## config.mk

```make
export PLATFORM = sky130hd
export DESIGN_NAME = wprot_gate
export DESIGN_NICKNAME = d
export VERILOG_FILES = /design/src/rtl/wprot_pkg.sv /design/src/rtl/wprot_regs.sv /design/src/rtl/wprot_seg_hit.sv /design/src/rtl/wprot_gate.sv
export SDC_FILE = /design/constraint.sdc
export NUM_CORES = 1
export LEC_CHECK = 0
export BUFFER_PORTS_ARGS = -buffer_cell sky130_fd_sc_hd__clkbuf_2
export CORE_MARGIN = 5
export CORE_UTILIZATION = 55
export CTS_CLUSTER_SIZE = 16
export DETAILED_ROUTE_END_ITERATION = 10
export PLACE_DENSITY_LB_ADDON = 0.05
export SLEW_MARGIN = 20
export SYNTH_ARGS = -nofsm -noshare
export SYNTH_HDL_FRONTEND = slang
export SYNTH_SLANG_ARGS = --single-unit
```

## constraint.sdc

```tcl
create_clock -name clk -period 3.8 [get_ports clk]
set_input_delay 0.76 -clock clk [delete_from_list [all_inputs] [get_ports clk]]
set_output_delay 0.76 -clock clk [all_outputs]
set_load 0.02 [all_outputs]
```

## src/rtl/wprot_pkg.sv

```systemverilog
`timescale 1ns/1ps
package wprot_pkg;
    // width of a stored word bound
    localparam int WORD_W = 23;
    localparam logic [3:0] SPC_USER = 4'hA;
    localparam logic [3:0] SPC_SUPV = 4'hB;
    localparam logic [1:0] SZ_DOUBLE = 2'd3;

    typedef struct packed {
        logic [1:0]        en;   // [0] user, [1] supervisor
        logic [WORD_W-1:0] lo;   // inclusive lower word bound
        logic [WORD_W-1:0] hi;   // exclusive upper word bound
    } seg_cfg_t;
endpackage

```

## src/rtl/wprot_regs.sv

```systemverilog
`timescale 1ns/1ps
module wprot_regs
    import wprot_pkg::*;
#(
    parameter int NSEG   = 2,
    parameter int DATA_W = 32,
    parameter int SEL_W  = $clog2(2*NSEG)
) (
    input  logic                       clk,
    input  logic                       rst_n,
    input  logic                       cfg_we,
    input  logic [SEL_W-1:0]           cfg_sel,
    input  logic [DATA_W-1:0]          cfg_wdata,
    output logic [DATA_W-1:0]          cfg_rdata,
    output logic                       cfg_err,
    output seg_cfg_t [NSEG-1:0]        segs,
    output logic                       any_en
);
    localparam int EN_LSB = WORD_W;
    localparam int LO_RSV = WORD_W + 2;

    typedef struct packed {
        seg_cfg_t [NSEG-1:0] seg;
        logic                err;
    } regs_t;

    regs_t regs_d, regs_q;

    always_comb begin
        regs_d     = regs_q;
        regs_d.err = 1'b0;
        if (cfg_we) begin
            for (int s = 0; s < NSEG; s++) begin
                if (int'(cfg_sel[SEL_W-1:1]) == s) begin
                    if (cfg_sel[0]) begin
                        regs_d.seg[s].hi = cfg_wdata[WORD_W-1:0];
                        regs_d.err       = |cfg_wdata[DATA_W-1:WORD_W];
                    end else begin
                        regs_d.seg[s].lo = cfg_wdata[WORD_W-1:0];
                        regs_d.seg[s].en = cfg_wdata[EN_LSB+1:EN_LSB];
                        regs_d.err       = |cfg_wdata[DATA_W-1:LO_RSV];
                    end
                end
            end
        end
    end

    always_ff @(posedge clk or negedge rst_n) begin
        if (!rst_n) regs_q <= '0;
        else        regs_q <= regs_d;
    end

    always_comb begin
        cfg_rdata = '0;
        any_en    = 1'b0;
        for (int s = 0; s < NSEG; s++) begin
            any_en = any_en | (|regs_q.seg[s].en);
            if (int'(cfg_sel[SEL_W-1:1]) == s) begin
                if (cfg_sel[0]) begin
                    cfg_rdata[WORD_W-1:0] = regs_q.seg[s].hi;
                end else begin
                    cfg_rdata[WORD_W-1:0]        = regs_q.seg[s].lo;
                    cfg_rdata[EN_LSB+1:EN_LSB]   = regs_q.seg[s].en;
                end
            end
        end
    end

    assign segs    = regs_q.seg;
    assign cfg_err = regs_q.err;

    assert_lo_fmt_err_R4: assert property (@(posedge clk) disable iff (!rst_n)
        (cfg_we && !cfg_sel[0] && (|cfg_wdata[DATA_W-1:LO_RSV])) |=> cfg_err);
    assert_hi_fmt_err_R4: assert property (@(posedge clk) disable iff (!rst_n)
        (cfg_we && cfg_sel[0] && (|cfg_wdata[DATA_W-1:WORD_W])) |=> cfg_err);
    assert_err_needs_write_R4: assert property (@(posedge clk) disable iff (!rst_n)
        !cfg_we |=> !cfg_err);
endmodule

```

## src/rtl/wprot_seg_hit.sv

```systemverilog
`timescale 1ns/1ps
module wprot_seg_hit
    import wprot_pkg::*;
#(
    parameter int SPC_W = 4,
    parameter int WA_W  = WORD_W - 2
) (
    input  seg_cfg_t         cfg,
    input  logic [WA_W-1:0]  wa,
    input  logic [SPC_W-1:0] space,
    input  logic             dbl,
    output logic             hit
);
    logic [WORD_W-1:0] wa_first;
    logic [WORD_W-1:0] wa_last;
    logic              en_sel;

    always_comb begin
        wa_first = WORD_W'(wa);
        wa_last  = wa_first | WORD_W'(dbl);
        en_sel   = ((space == SPC_W'(SPC_USER)) && cfg.en[0]) ||
                   ((space == SPC_W'(SPC_SUPV)) && cfg.en[1]);
        hit      = en_sel && (wa_first >= cfg.lo) && (wa_last < cfg.hi);
    end

    always_comb begin
        if (hit) begin
            assert_hit_enabled_R6: assert (cfg.en != 2'b00);
            assert_hit_below_hi_R7: assert (wa_first < cfg.hi);
        end
    end
endmodule

```

## src/rtl/wprot_gate.sv

```systemverilog
`timescale 1ns/1ps
module wprot_gate
    import wprot_pkg::*;
#(
    parameter int NSEG   = 2,
    parameter int ADDR_W = 32,
    parameter int DATA_W = 32,
    parameter int SPC_W  = 4,
    parameter int SEL_W  = $clog2(2*NSEG)
) (
    input  logic              clk,
    input  logic              rst_n,
    input  logic              cfg_we,
    input  logic [SEL_W-1:0]  cfg_sel,
    input  logic [DATA_W-1:0] cfg_wdata,
    output logic [DATA_W-1:0] cfg_rdata,
    output logic              cfg_err,
    input  logic              block_mode,
    input  logic              st_valid,
    input  logic [ADDR_W-1:0] st_addr,
    input  logic [SPC_W-1:0]  st_space,
    input  logic [1:0]        st_size,
    output logic              ram_we,
    output logic              fault,
    output logic [ADDR_W-1:0] fault_addr,
    output logic [SPC_W-1:0]  fault_space
);
    localparam int WA_W = WORD_W - 2;

    typedef struct packed {
        logic              flag;
        logic [ADDR_W-1:0] addr;
        logic [SPC_W-1:0]  space;
    } rep_t;

    seg_cfg_t [NSEG-1:0] segs;
    logic                any_en;
    logic [NSEG-1:0]     hits;
    logic [WA_W-1:0]     wa;
    logic                dbl;
    logic                refuse;
    rep_t                rep_d, rep_q;

    wprot_regs #(
        .NSEG   (NSEG),
        .DATA_W (DATA_W),
        .SEL_W  (SEL_W)
    ) u_regs (
        .clk       (clk),
        .rst_n     (rst_n),
        .cfg_we    (cfg_we),
        .cfg_sel   (cfg_sel),
        .cfg_wdata (cfg_wdata),
        .cfg_rdata (cfg_rdata),
        .cfg_err   (cfg_err),
        .segs      (segs),
        .any_en    (any_en)
    );

    assign wa  = st_addr[WORD_W-1:2];
    assign dbl = (st_size == SZ_DOUBLE);

    for (genvar g = 0; g < NSEG; g++) begin : g_seg
        wprot_seg_hit #(
            .SPC_W (SPC_W),
            .WA_W  (WA_W)
        ) u_hit (
            .cfg   (segs[g]),
            .wa    (wa),
            .space (st_space),
            .dbl   (dbl),
            .hit   (hits[g])
        );
    end

    always_comb begin
        refuse = any_en && (block_mode ? (|hits) : !(|hits));
        ram_we = st_valid && !refuse;
        rep_d  = rep_q;
        rep_d.flag = st_valid && refuse;
        if (st_valid && refuse) begin
            rep_d.addr  = st_addr;
            rep_d.space = st_space;
        end
    end

    always_ff @(posedge clk or negedge rst_n) begin
        if (!rst_n) rep_q <= '0;
        else        rep_q <= rep_d;
    end

    assign fault       = rep_q.flag;
    assign fault_addr  = rep_q.addr;
    assign fault_space = rep_q.space;

    assert_inactive_allows_R8: assert property (@(posedge clk) disable iff (!rst_n)
        (st_valid && !any_en) |-> ram_we);
    assert_allowed_no_fault_R11: assert property (@(posedge clk) disable iff (!rst_n)
        ram_we |=> !fault);
    assert_idle_no_fault_R11: assert property (@(posedge clk) disable iff (!rst_n)
        !st_valid |=> !fault);
    assert_refused_reported_R11: assert property (@(posedge clk) disable iff (!rst_n)
        (st_valid && !ram_we) |=> (fault && fault_addr == $past(st_addr)
                                   && fault_space == $past(st_space)));
endmodule

```

==> impl_results.md, run 1 <==
* Num CTS Buffers at 17
* TritonCTS clock tree: yes
* Outcome: finished clean
* Distinct cells, synth at 45
* Fin nets at 964
* Pin slew with the least headroom to its limit at 902 ps
* Die area at 0.0168 sq mm
* Number of synthesized register bits at 134
* Commonest cells in the netlist: dfrtp_1 (134), inv_1 (83), ha_1 (82), mux2_2 (80)
* Area occupied by multi-input gates at 0.00405 sq mm
* Bufs on Longest Clock Path at 2
* P&R area growth vs syn at 19.5%
* Share of cells above drive strength 1 at 39.8%
* Internal reg-to-reg setup slack at 700 ps
* Initial antenna violation count at 0
* Dominant cell type by area after synthesis: dfrtp_1
* Final Max Slew Viols at 0
* Port buffer count at 140
* P per Cell Area at 546 mW/mm^2
* Mapped Cells at 650
* Post-DRT Antenna Nets at 0
* IO Pins at 148
* Fraction of registers with async set/reset at 100%
* Final TNS setup at 0 ps
* Largest net degree at the start of global routing at 62
* Max-slew headroom at 39.9%
* Fin crit share at 96.4%
* Synth top area share at 42.7%
* Routed WL at 19100 um
* FF/Latch Area at 0.00335 sq mm
* Main synth FF type: dfrtp_1
* Vias/cell at 5.64
* Avg Cell Area, Syn at 12.1 sq um
* RSZ-0062 raised after global routing: no
* DP HPWL at 14300 um
* Sinks on Clock Net at 134
* VDD IR max at 0.510 mV
* Netlist Area Pre-Place at 0.00786 sq mm
* CP Data Required Time at 3040 ps
* Hold WS at 422 ps
* Critical Path Start Type: input port
* Initial Utilization at 56.4%
* H-Tree Depth at 4
* Standard-cell row count at 43
* Routed wire length per instance at 19.2 um
* Hold Vio Cnt, Final at 0
* Clock slew at reported path FFs at 50 ps
* Arrival time at the worst endpoint at 2900 ps
* Clk Latency, worst-skew pair at 420 ps
* Worst Path Max Fanout at 2
* Worst setup path class: in -> out
* DIE WIDTH at 130 um
* Final setup viols at 0
* Max Cap Viol at 0
* Sequential area share after synthesis at 42.7%
* Vias at 5620
* Main area contributors after synthesis: dfrtp_1 (43%), ha_1 (13%), mux2_2 (11%), mux4_2 (6.6%), mux2_4 (5.7%)
* FILL cells at 1083
* Fmax at 0.273 GHz
* P_leak at 4.74 nW
* 1st-iter DRT viols at 351
* Max Clock Skew at 5.26 ps
* Final min period at 3660 ps
* Top-count cell post-synth: dfrtp_1
* Final estimated routing congestion in global placement at 0.899
* Root Buffer: clkbuf_16
* Vias in the first global route at 6122
* Total core area at 0.0139 sq mm
* GRT Overall Usage at 24.1%
* Die Height at 130 um
* # DRC at 0
* Worst min path class: in -> async
* Synth warnings at 0
* Total grt overflow at 0
* Crit path capture type: primary output
* Post-CTS setup buffers at 0
* First-pass GRT wire length at 31200 um
* First-pass detailed-route iteration total at 4
* EDFF count, synth at 0
* # diodes at 0
cells by family (layout without fill, tap and decap cells):
| family | Yosys count | after routing | share of synthesized area (%) |
|---|---|---|---|
| adder cells (fa/ha/maj) | 82 | 82 | 13.1 |
| AND/OR/NAND/NOR | 85 | 85 | 5.19 |
| AO/OA/AOI/OAI | 97 | 97 | 7.93 |
| buffers and inverters | 110 | 271 | 6.30 |
| XOR/XNOR | 1 | 1 | 0.111 |
| multiplexers | 140 | 140 | 24.7 |
| flip-flops | 134 | 134 | 42.7 |
| other | 1 | 7 | 0.0477 |
where the power goes:
group          internal, mW  leakage, nW  switching [mW]
logic                 0.718         2.86           0.813
clock network          1.08        0.285           0.591
registers              1.72         1.59           0.204
metrics by stage:
step / utilization, % / setup WS [ps] / power, mW / cells / area (sq um)
floorplan: - / 250 / 2.96 / 656 / 7880
global placement: 63.1 / 18.2 / 3.43 / 966 / 8790
detailed placement: 63.1 / -35.4 / 3.49 / 966 / 8790
CTS: 67.4 / 33.3 / 5.17 / 997 / 9390
global route: 67.4 / 22.0 / 5.42 / 997 / 9390
finish: 67.4 / 136 / 5.13 / 997 / 9390
cells in the final DEF, fill, tap and decap left out, types with 3 or more instances in the layout:
cell type | Yosys | final
clkbuf_2 | 0 | 138
dfrtp_1 | 134 | 134
inv_1 | 83 | 83
ha_1 | 82 | 82
mux2_2 | 80 | 80
nand2_1 | 31 | 31
o21ai_0 | 31 | 31
mux2_4 | 30 | 30
a21oi_1 | 27 | 27
mux4_2 | 23 | 23
clkbuf_16 | 0 | 17
buf_4 | 7 | 16
a21o_1 | 13 | 13
nor2_1 | 13 | 13
nand3_1 | 11 | 11
nand4_1 | 9 | 9
a211oi_1 | 8 | 7
conb_1 | 1 | 7
nor3_1 | 7 | 6
mux2i_1 | 4 | 4
nand3b_1 | 4 | 4
o211ai_1 | 3 | 3
or4_1 | 3 | 3
mux2_1 | 3 | 3
nand2b_1 | 3 | 3
clkbuf_1 | 15 | 3
clkinvlp_4 | 0 | 3
bufinv_16 | 0 | 3
clkbuf_8 | 0 | 3
metal layers:
| metal | vias to the layer above | routed length [um] | GRT usage (%) |
|---|---|---|---|
| li1 | 2622 | - | - |
| met3 | 33 | 1000 | 6.10 |
| met5 | - | 0 | 0 |
| met4 | 0 | 423 | 7.33 |
| met1 | 2801 | 7920 | 29.8 |
| met2 | 164 | 9780 | 42.0 |
cell type report:
type                            count  area share (%)
Tap cell                          180            2.40
Inverter                           83            3.32
Clock buffer                       23            5.09
Sequential cell                   134            35.7
Timing Repair Buffer              157            9.11
Multi-Input combinational cell    412            43.1
Clock inverter                      8            1.31
final timing paths:
path / startpoint / to / cells after the start
max: st_addr[14] / ram_we / 11
min: rst_n / fault_addr[29] / 1
max reg2reg: u_regs.segs[35] / fault_addr[6] / 12
min reg2reg: fault_addr[0] / fault_addr[0] / 1
min in group clk: fault_addr[0] / fault_addr[0] / 1
max in group asynchronous: rst_n / fault_addr[9] / 2
worst max-delay path, cell delays in order:
cell and delay, ps:
clkbuf_2 100, ha_1 300, a211oi_1 220, nor2_1 90
a211o_1 300, a211oi_1 290, o32ai_1 150, a32oi_2 240
xor2_1 90, a21boi_0 170, buf_2 200
state kept, by name (all words and copies together) (netlist names):
register,cells
u_regs.cfg_err,1
fault_space,4
fault_addr,32
fault,1
u_regs.segs,96
what timing repair did:
| action | 4_1_cts | 5_1_grt |
|---|---|---|
| hold buffers | 0 | 0 |
| cloned | 0 | 0 |
| pin swaps | 0 | 4 |
| gates resized for setup | 1 | 1 |
| setup endpoints to repair | 1 | 1 |
No activity file was read; power rests on OpenSTA's default activity.
==> run 2, diff against run 1 <==
Settings changed: CTS_CLUSTER_DIAMETER from default to 150, SETUP_SLACK_MARGIN from default to 0.15.
==> run 2 against run 1 <==
Effect of this change:
- sequential share of layout area fell by 0.53 points
- critical endpoint unchanged
- clock-buffer cell count did not move
- final area rose by 1.5%
- routed wire length up 0.76%
- clock skew barely moved
- non-clock buffer count is the same
- hold slack improved by 8.0 ps
- cell count is the same
- highest routed layer unchanged
- flip-flop and latch count did not move
==> impl_results.md, run 2 (synthesized netlist as in run 1, its figures left out) <==
* IO Pins at 148 (unchanged)
* Worst setup path class: in -> out (unchanged)
* Post-CTS setup buffers at 0 (unchanged)
* Max Cap Viol at 0 (unchanged)
* P per Cell Area at 543 mW/mm^2 (was 546 mW/mm^2)
* Pint at 3.55 mW (was 3.52 mW)
* DIE WIDTH at 130 um (unchanged)
* Switching Share at 31.5% (was 31.3%)
* Fmax at 0.280 GHz (was 0.273 GHz)
* # DRC at 0 (unchanged)
* First-pass GRT wire length at 31200 um (unchanged)
* Max reg flops at 96 (unchanged)
* Final Max Slew Viols at 0 (unchanged)
* Port buffer count at 140 (unchanged)
* GRT Overall Usage at 24.1% (unchanged)
* Final min period at 3570 ps (was 3660 ps)
* Combinational cell fraction of total power at 30.5% (was 29.9%)
* First-pass detailed-route iteration total at 4 (unchanged)
* DP HPWL at 14300 um (unchanged)
* Commonest non-fill, non-tap cell in the layout: clkbuf_2 (unchanged)
* Initial antenna violation count at 0 (unchanged)
* Psw at 1.63 mW (was 1.61 mW)
* Largest net degree at the start of global routing at 62 (unchanged)
* Sinks on Clock Net at 134 (unchanged)
* Vias in the first global route at 6121 (was 6122)
* Vias at 5632 (was 5620)
* # diodes at 0 (unchanged)
* RSZ-0062 raised after global routing: no (unchanged)
* Num CTS Buffers at 17 (unchanged)
* Hold Vio Cnt, Final at 0 (unchanged)
* Clk Latency, worst-skew pair at 420 ps (about the same)
* Total core area at 0.0139 sq mm (unchanged)
* Pin slew with the least headroom to its limit at 932 ps (was 902 ps)
* Die area at 0.0168 sq mm (unchanged)
* Area occupied by multi-input gates at 0.00418 sq mm (was 0.00405 sq mm)
* Final estimated routing congestion in global placement at 0.899 (unchanged)
* Max Clock Skew at 5.22 ps (was 5.26 ps)
* TritonCTS clock tree: yes (unchanged)
* Vias/cell at 5.65 (was 5.64)
* Fin nets at 964 (unchanged)
* Routed wire length per instance at 19.3 um (was 19.2 um)
* Clock slew at reported path FFs at 50 ps (about the same)
* H-Tree Depth at 4 (unchanged)
* Worst Setup Slack, final at 228 ps (was 136 ps)
* Final setup viols at 0 (unchanged)
* Worst Path Max Fanout at 5 (was 2)
* P_leak at 4.75 nW (was 4.74 nW)
* Share of cells above drive strength 1 at 41.9% (was 39.8%)
* Worst min path class: in -> async (unchanged)
* Reg power frac at 37.3% (was 37.6%)
* Arrival time at the worst endpoint at 2810 ps (was 2900 ps)
* Standard-cell row count at 43 (unchanged)
* Clock share of power at 32.2% (was 32.5%)
* Final core utilization at 68.4% (was 67.4%)
* Max-slew headroom at 37.8% (was 39.9%)
* P&R area growth vs syn at 21.3% (was 19.5%)
* Root Buffer: clkbuf_16 (unchanged)
* FF/Latch Area at 0.00335 sq mm (unchanged)
* Fin crit share at 94.0% (was 96.4%)
* CTS Hold Bufs at 0 (unchanged)
* FILL cells at 1063 (was 1083)
* Post-DRT Antenna Nets at 0 (unchanged)
* Routed WL at 19300 um (was 19100 um)
* Crit path capture type: primary output (unchanged)
* Die Height at 130 um (unchanged)
* Most frequent cells in the layout: clkbuf_2 (136), dfrtp_1 (134), inv_1 (82) (was clkbuf_2 (138), dfrtp_1 (134), inv_1 (83))
* Critical Path Start Type: input port (unchanged)
* Outcome: finished clean (unchanged)
* CP Data Required Time at 3040 ps (about the same)
* Bufs on Longest Clock Path at 2 (unchanged)
* Initial Utilization at 56.4% (unchanged)
* Total grt overflow at 0 (unchanged)
* VDD IR max at 0.510 mV (about the same)
* Placement Setup Slack at -35.4 ps (unchanged)
* 1st-iter DRT viols at 317 (was 351)
-- run 2: cell count changes in the layout (fill, tap and decap cells not counted), sizes merged --
cell,before,now
clkbuf,161,159
buf,19,21
-- run 2: repair_timing --
action / in CTS / in global routing
resized for setup: 3 / 27
endpoints found under the hold margin: 0 / 0
setup endpoints to repair: 1 / 1
pin swaps: 2 / 14
-- run 2: per-stage QoR --
| stage | cells | power (mW) | TNS, ps | hold slack (ps) | cell area, sq um |
|---|---|---|---|---|---|
| 6_report | 997 | 5.18 | 0 | 430 | 9530 |
| 5_1_grt | 997 | 5.47 | 0 | 489 | 9530 |
| 4_1_cts | 997 | 5.18 | 0 | 454 | 9390 |
| 3_5_place_dp | 966 | 3.49 | -35.4 | 488 | 8790 |
| 3_3_place_gp | 966 | 3.43 | 0 | 476 | 8790 |
| 2_1_floorplan | 656 | 2.96 | 0 | 464 | 7880 |
-- run 2: worst max-delay path: stages --
cell and delay (ps):
clkbuf_2 150, ha_1 330, a21o_1 190, a21o_1 170, a21oi_1 190, o21ai_1 130, o211ai_1 210, a32oi_2 170
xor2_1 180, a21boi_1 160, buf_4 160
-- run 2: worst paths after layout --
path	startpoint	to	slack, ps	cells after the start
max	st_addr[10]	ram_we	230	11
max reg2reg	u_regs.segs[35]	fault_addr[6]	780	12
max in group asynchronous	rst_n	fault_addr[8]	2490	2
min	rst_n	fault_addr[29]	430	1
min reg2reg	fault_addr[0]	fault_addr[0]	500	1
min in group clk	fault_addr[0]	fault_addr[0]	500	1
-- run 2: power by group through the flow --
stage               combinational (mW)  sequential [mW]  clock, mW
floorplan                        0.936             2.02          0
global placement                  1.50             1.93          0
detailed placement                1.54             1.95          0
CTS                               1.55             1.93       1.69
global route                      1.74             1.97       1.76
finish                            1.58             1.93       1.67
-- run 2: area by class of cell --
class	instances	area share [%]
clock buffer	23	5.01
clock inverter	8	1.29
inverter	83	3.29
multi-input combinational	412	43.8
sequential	134	35.2
tap	180	2.36
timing repair buffer	157	9.06
-- run 2: layer usage --
metal / up-vias / global-route usage, % / share of wire (%)
li1: 2622 / - / -
met1: 2812 / 29.8 / 41
met2: 161 / 42.0 / 51
met3: 37 / 6.10 / 5.5
met4: 0 / 7.33 / 2.2
met5: - / 0 / 0
==> run 3, diff against run 2 <==
Settings changed: REMOVE_ABC_BUFFERS from default to 1.
Clock period 3.8 ns to 3.9 ns, I/O delays scaled along.
==> run 3 against run 2 <==
Effect of this change:
- clock skew increased by 4.4 ps
- first-iteration DRC count down 32%
- critical endpoint unchanged
- via count down 1.9%
- routed wire length shrank 1.2%
==> impl_results.md, run 3 (synthesized netlist as in run 1, its figures left out) <==
* Port buffer count at 140 (unchanged)
* First-pass detailed-route iteration total at 5 (was 4)
* Final min period at 3660 ps
* Routed wire length per instance at 19.2 um (was 19.3 um)
* H-Tree Depth at 4 (unchanged)
* Bufs on Longest Clock Path at 2 (unchanged)
* Num CTS Buffers at 17 (unchanged)
* Combinational cell fraction of total power at 31.0% (was 30.5%)
* Most Crowded Layer GR: met2 (unchanged)
* P_leak at 4.70 nW (was 4.75 nW)
* Sinks on Clock Net at 134 (unchanged)
* Commonest non-fill, non-tap cell in the layout: clkbuf_2 (unchanged)
* Grt met1 use at 29.7% (was 29.8%)
* RSZ-0062 raised after global routing: no (unchanged)
* Reg2reg path depth at 9 (was 12)
* Total grt overflow at 0 (unchanged)
* IO Pins at 148 (unchanged)
* Internal reg-to-reg setup slack at 700 ps (was 780 ps)
* Clock share of power at 30.2% (was 32.2%)
* Root Buffer: clkbuf_16 (unchanged)
* Final setup viols at 0 (unchanged)
* Psw at 1.56 mW (was 1.63 mW)
* # diodes at 0 (unchanged)
* DP HPWL at 13900 um (was 14300 um)
* Most frequent cells in the layout: clkbuf_2 (137), dfrtp_1 (134), inv_1 (82) (was clkbuf_2 (136), dfrtp_1 (134), inv_1 (82))
* Crit path capture type: primary output (unchanged)
* 1st-iter DRT viols at 215 (was 317)
* Outcome: finished clean (unchanged)
* Largest net degree at the start of global routing at 118 (was 62)
* Post-DRT Antenna Nets at 0 (unchanged)
* Switching Share at 32.1% (was 31.5%)
* Pint at 3.29 mW (was 3.55 mW)
* Reg2reg start: u_regs.segs[71] (was u_regs.segs[35])
* # DRC at 0 (unchanged)
* Max-slew headroom at 38.6% (was 37.8%)
* P per Cell Area at 519 mW/mm^2 (was 543 mW/mm^2)
* Pin slew with the least headroom to its limit at 921 ps (was 932 ps)
* CTS Hold Bufs at 0 (unchanged)
* Finished Cell Area at 0.00934 sq mm (was 0.00953 sq mm)
* Hold Vio Cnt, Final at 0 (unchanged)
* Fmax at 0.273 GHz
* Fin nets at 959 (was 964)
* Max Clock Skew at 9.60 ps (was 5.22 ps)
* Standard-cell row count at 43 (unchanged)
* P&R area growth vs syn at 18.8% (was 21.3%)
* Max Cap Viol at 0 (unchanged)
* Placed cell area at 0.00873 sq mm (was 0.00879 sq mm)
* Final Max Slew Viols at 0 (unchanged)
* First-pass GRT wire length at 30900 um (was 31200 um)
* Clk Latency, worst-skew pair at 420 ps (about the same)
* Critical R2R Capture: fault_space[2] (was fault_addr[6])
* GRT Overall Usage at 23.9% (was 24.1%)
* Vias in the first global route at 6005 (was 6121)
* Worst Path Max Fanout at 3 (was 5)
* Share of cells above drive strength 1 at 40.0% (was 41.9%)
* Routed WL at 19000 um (was 19300 um)
* Worst min path class: in -> async (unchanged)
* Final estimated routing congestion in global placement at 0.844 (was 0.899)
* Critical Path Start Type: input port (unchanged)
* Arrival time at the worst endpoint at 2880 ps (was 2810 ps)
* Vias/cell at 5.57 (was 5.65)
* Worst setup path class: in -> out (unchanged)
* Initial antenna violation count at 1 (was 0)
* Met2 GRT Util at 41.9% (was 42.0%)
* Fin crit share at 93.8%
* TritonCTS clock tree: yes (unchanged)
* Die Height at 130 um (unchanged)
* Vias at 5524 (was 5632)
* Max reg flops at 96 (unchanged)
* Total core area at 0.0139 sq mm (unchanged)
* Reg power frac at 38.8% (was 37.3%)
* FILL cells at 1072 (was 1063)
* Initial Utilization at 56.4% (unchanged)
* CP Data Required Time at 3120 ps (was 3040 ps)
* VDD IR max at 0.319 mV (was 0.510 mV)
* DIE WIDTH at 130 um (unchanged)
* Die area at 0.0168 sq mm (unchanged)
* FF/Latch Area at 0.00335 sq mm (unchanged)
* Clock slew at reported path FFs at 60 ps (was 50 ps)
* Area occupied by multi-input gates at 0.00410 sq mm (was 0.00418 sq mm)
* Hold WS at 484 ps (was 430 ps)
* M3 GR Usage at 5.61% (was 6.10%)
* Final core utilization at 67.0% (was 68.4%)
==> run 3: worst max path at each step <==
stage / from / end / slack [ps] / depth (start not counted)
3_3_place_gp: st_addr[2] / ram_we / -130 / 12
4_1_cts: st_addr[14] / ram_we / 150 / 11
3_5_place_dp: st_addr[2] / ram_we / -150 / 12
6_report: st_addr[2] / ram_we / 240 / 12
5_1_grt: st_addr[6] / ram_we / 150 / 11
2_1_floorplan: st_addr[2] / ram_we / 310 / 10
==> run 3: stage by stage <==
step,std cells,setup TNS (ps),worst slack (ps),power [mW]
floorplan,629,0,310,2.85
global placement,960,-131,-131,3.32
detailed placement,960,-367,-151,3.38
CTS,990,0,151,4.87
global route,991,0,153,5.12
finish,991,0,243,4.84
==> run 3: routing by layer <==
| layer | up-vias | part of all wire (%) |
|---|---|---|
| li1 | 2613 | - |
| met2 | 129 | 51 |
| met4 | 2 | 1.4 |
| met5 | - | 0.079 |
| met3 | 23 | 5.3 |
| met1 | 2757 | 42 |
==> run 3: final cells by class <==
cell class              instances  area share (%)
multi-input cells             412            43.9
inverters                      83            3.34
clock buffers                  25            5.09
well taps                     180            2.41
repair buffers                152            8.79
clock inverters                 5           0.536
flip-flops and latches        134            35.9
==> run 3: power groups by stage <==
stage          clock, mW  sequential, mW  combinational, mW
3_5_place_dp           0            1.90               1.48
4_1_cts             1.49            1.88               1.51
5_1_grt             1.55            1.91               1.66
3_3_place_gp           0            1.88               1.45
2_1_floorplan          0            1.97              0.882
6_report            1.46            1.88               1.50
==> run 3: worst max-delay path, stage by stage <==
cell,delay (ps)
buf_4,120
inv_2,70
ha_4,200
nand2b_4,140
a2111oi_4,380
nor3_2,90
a211oi_2,300
o21ai_1,110
a32oi_2,240
xor2_1,110
a21boi_2,180
buf_6,140
==> run 3: repair_timing <==
action | CTS | global route
gates resized for setup | 6 | 11
pin swaps | 5 | 9
buffers inserted | 0 | 1
hold endpoints to repair | 0 | 0
endpoints found under the setup margin | 1 | 1
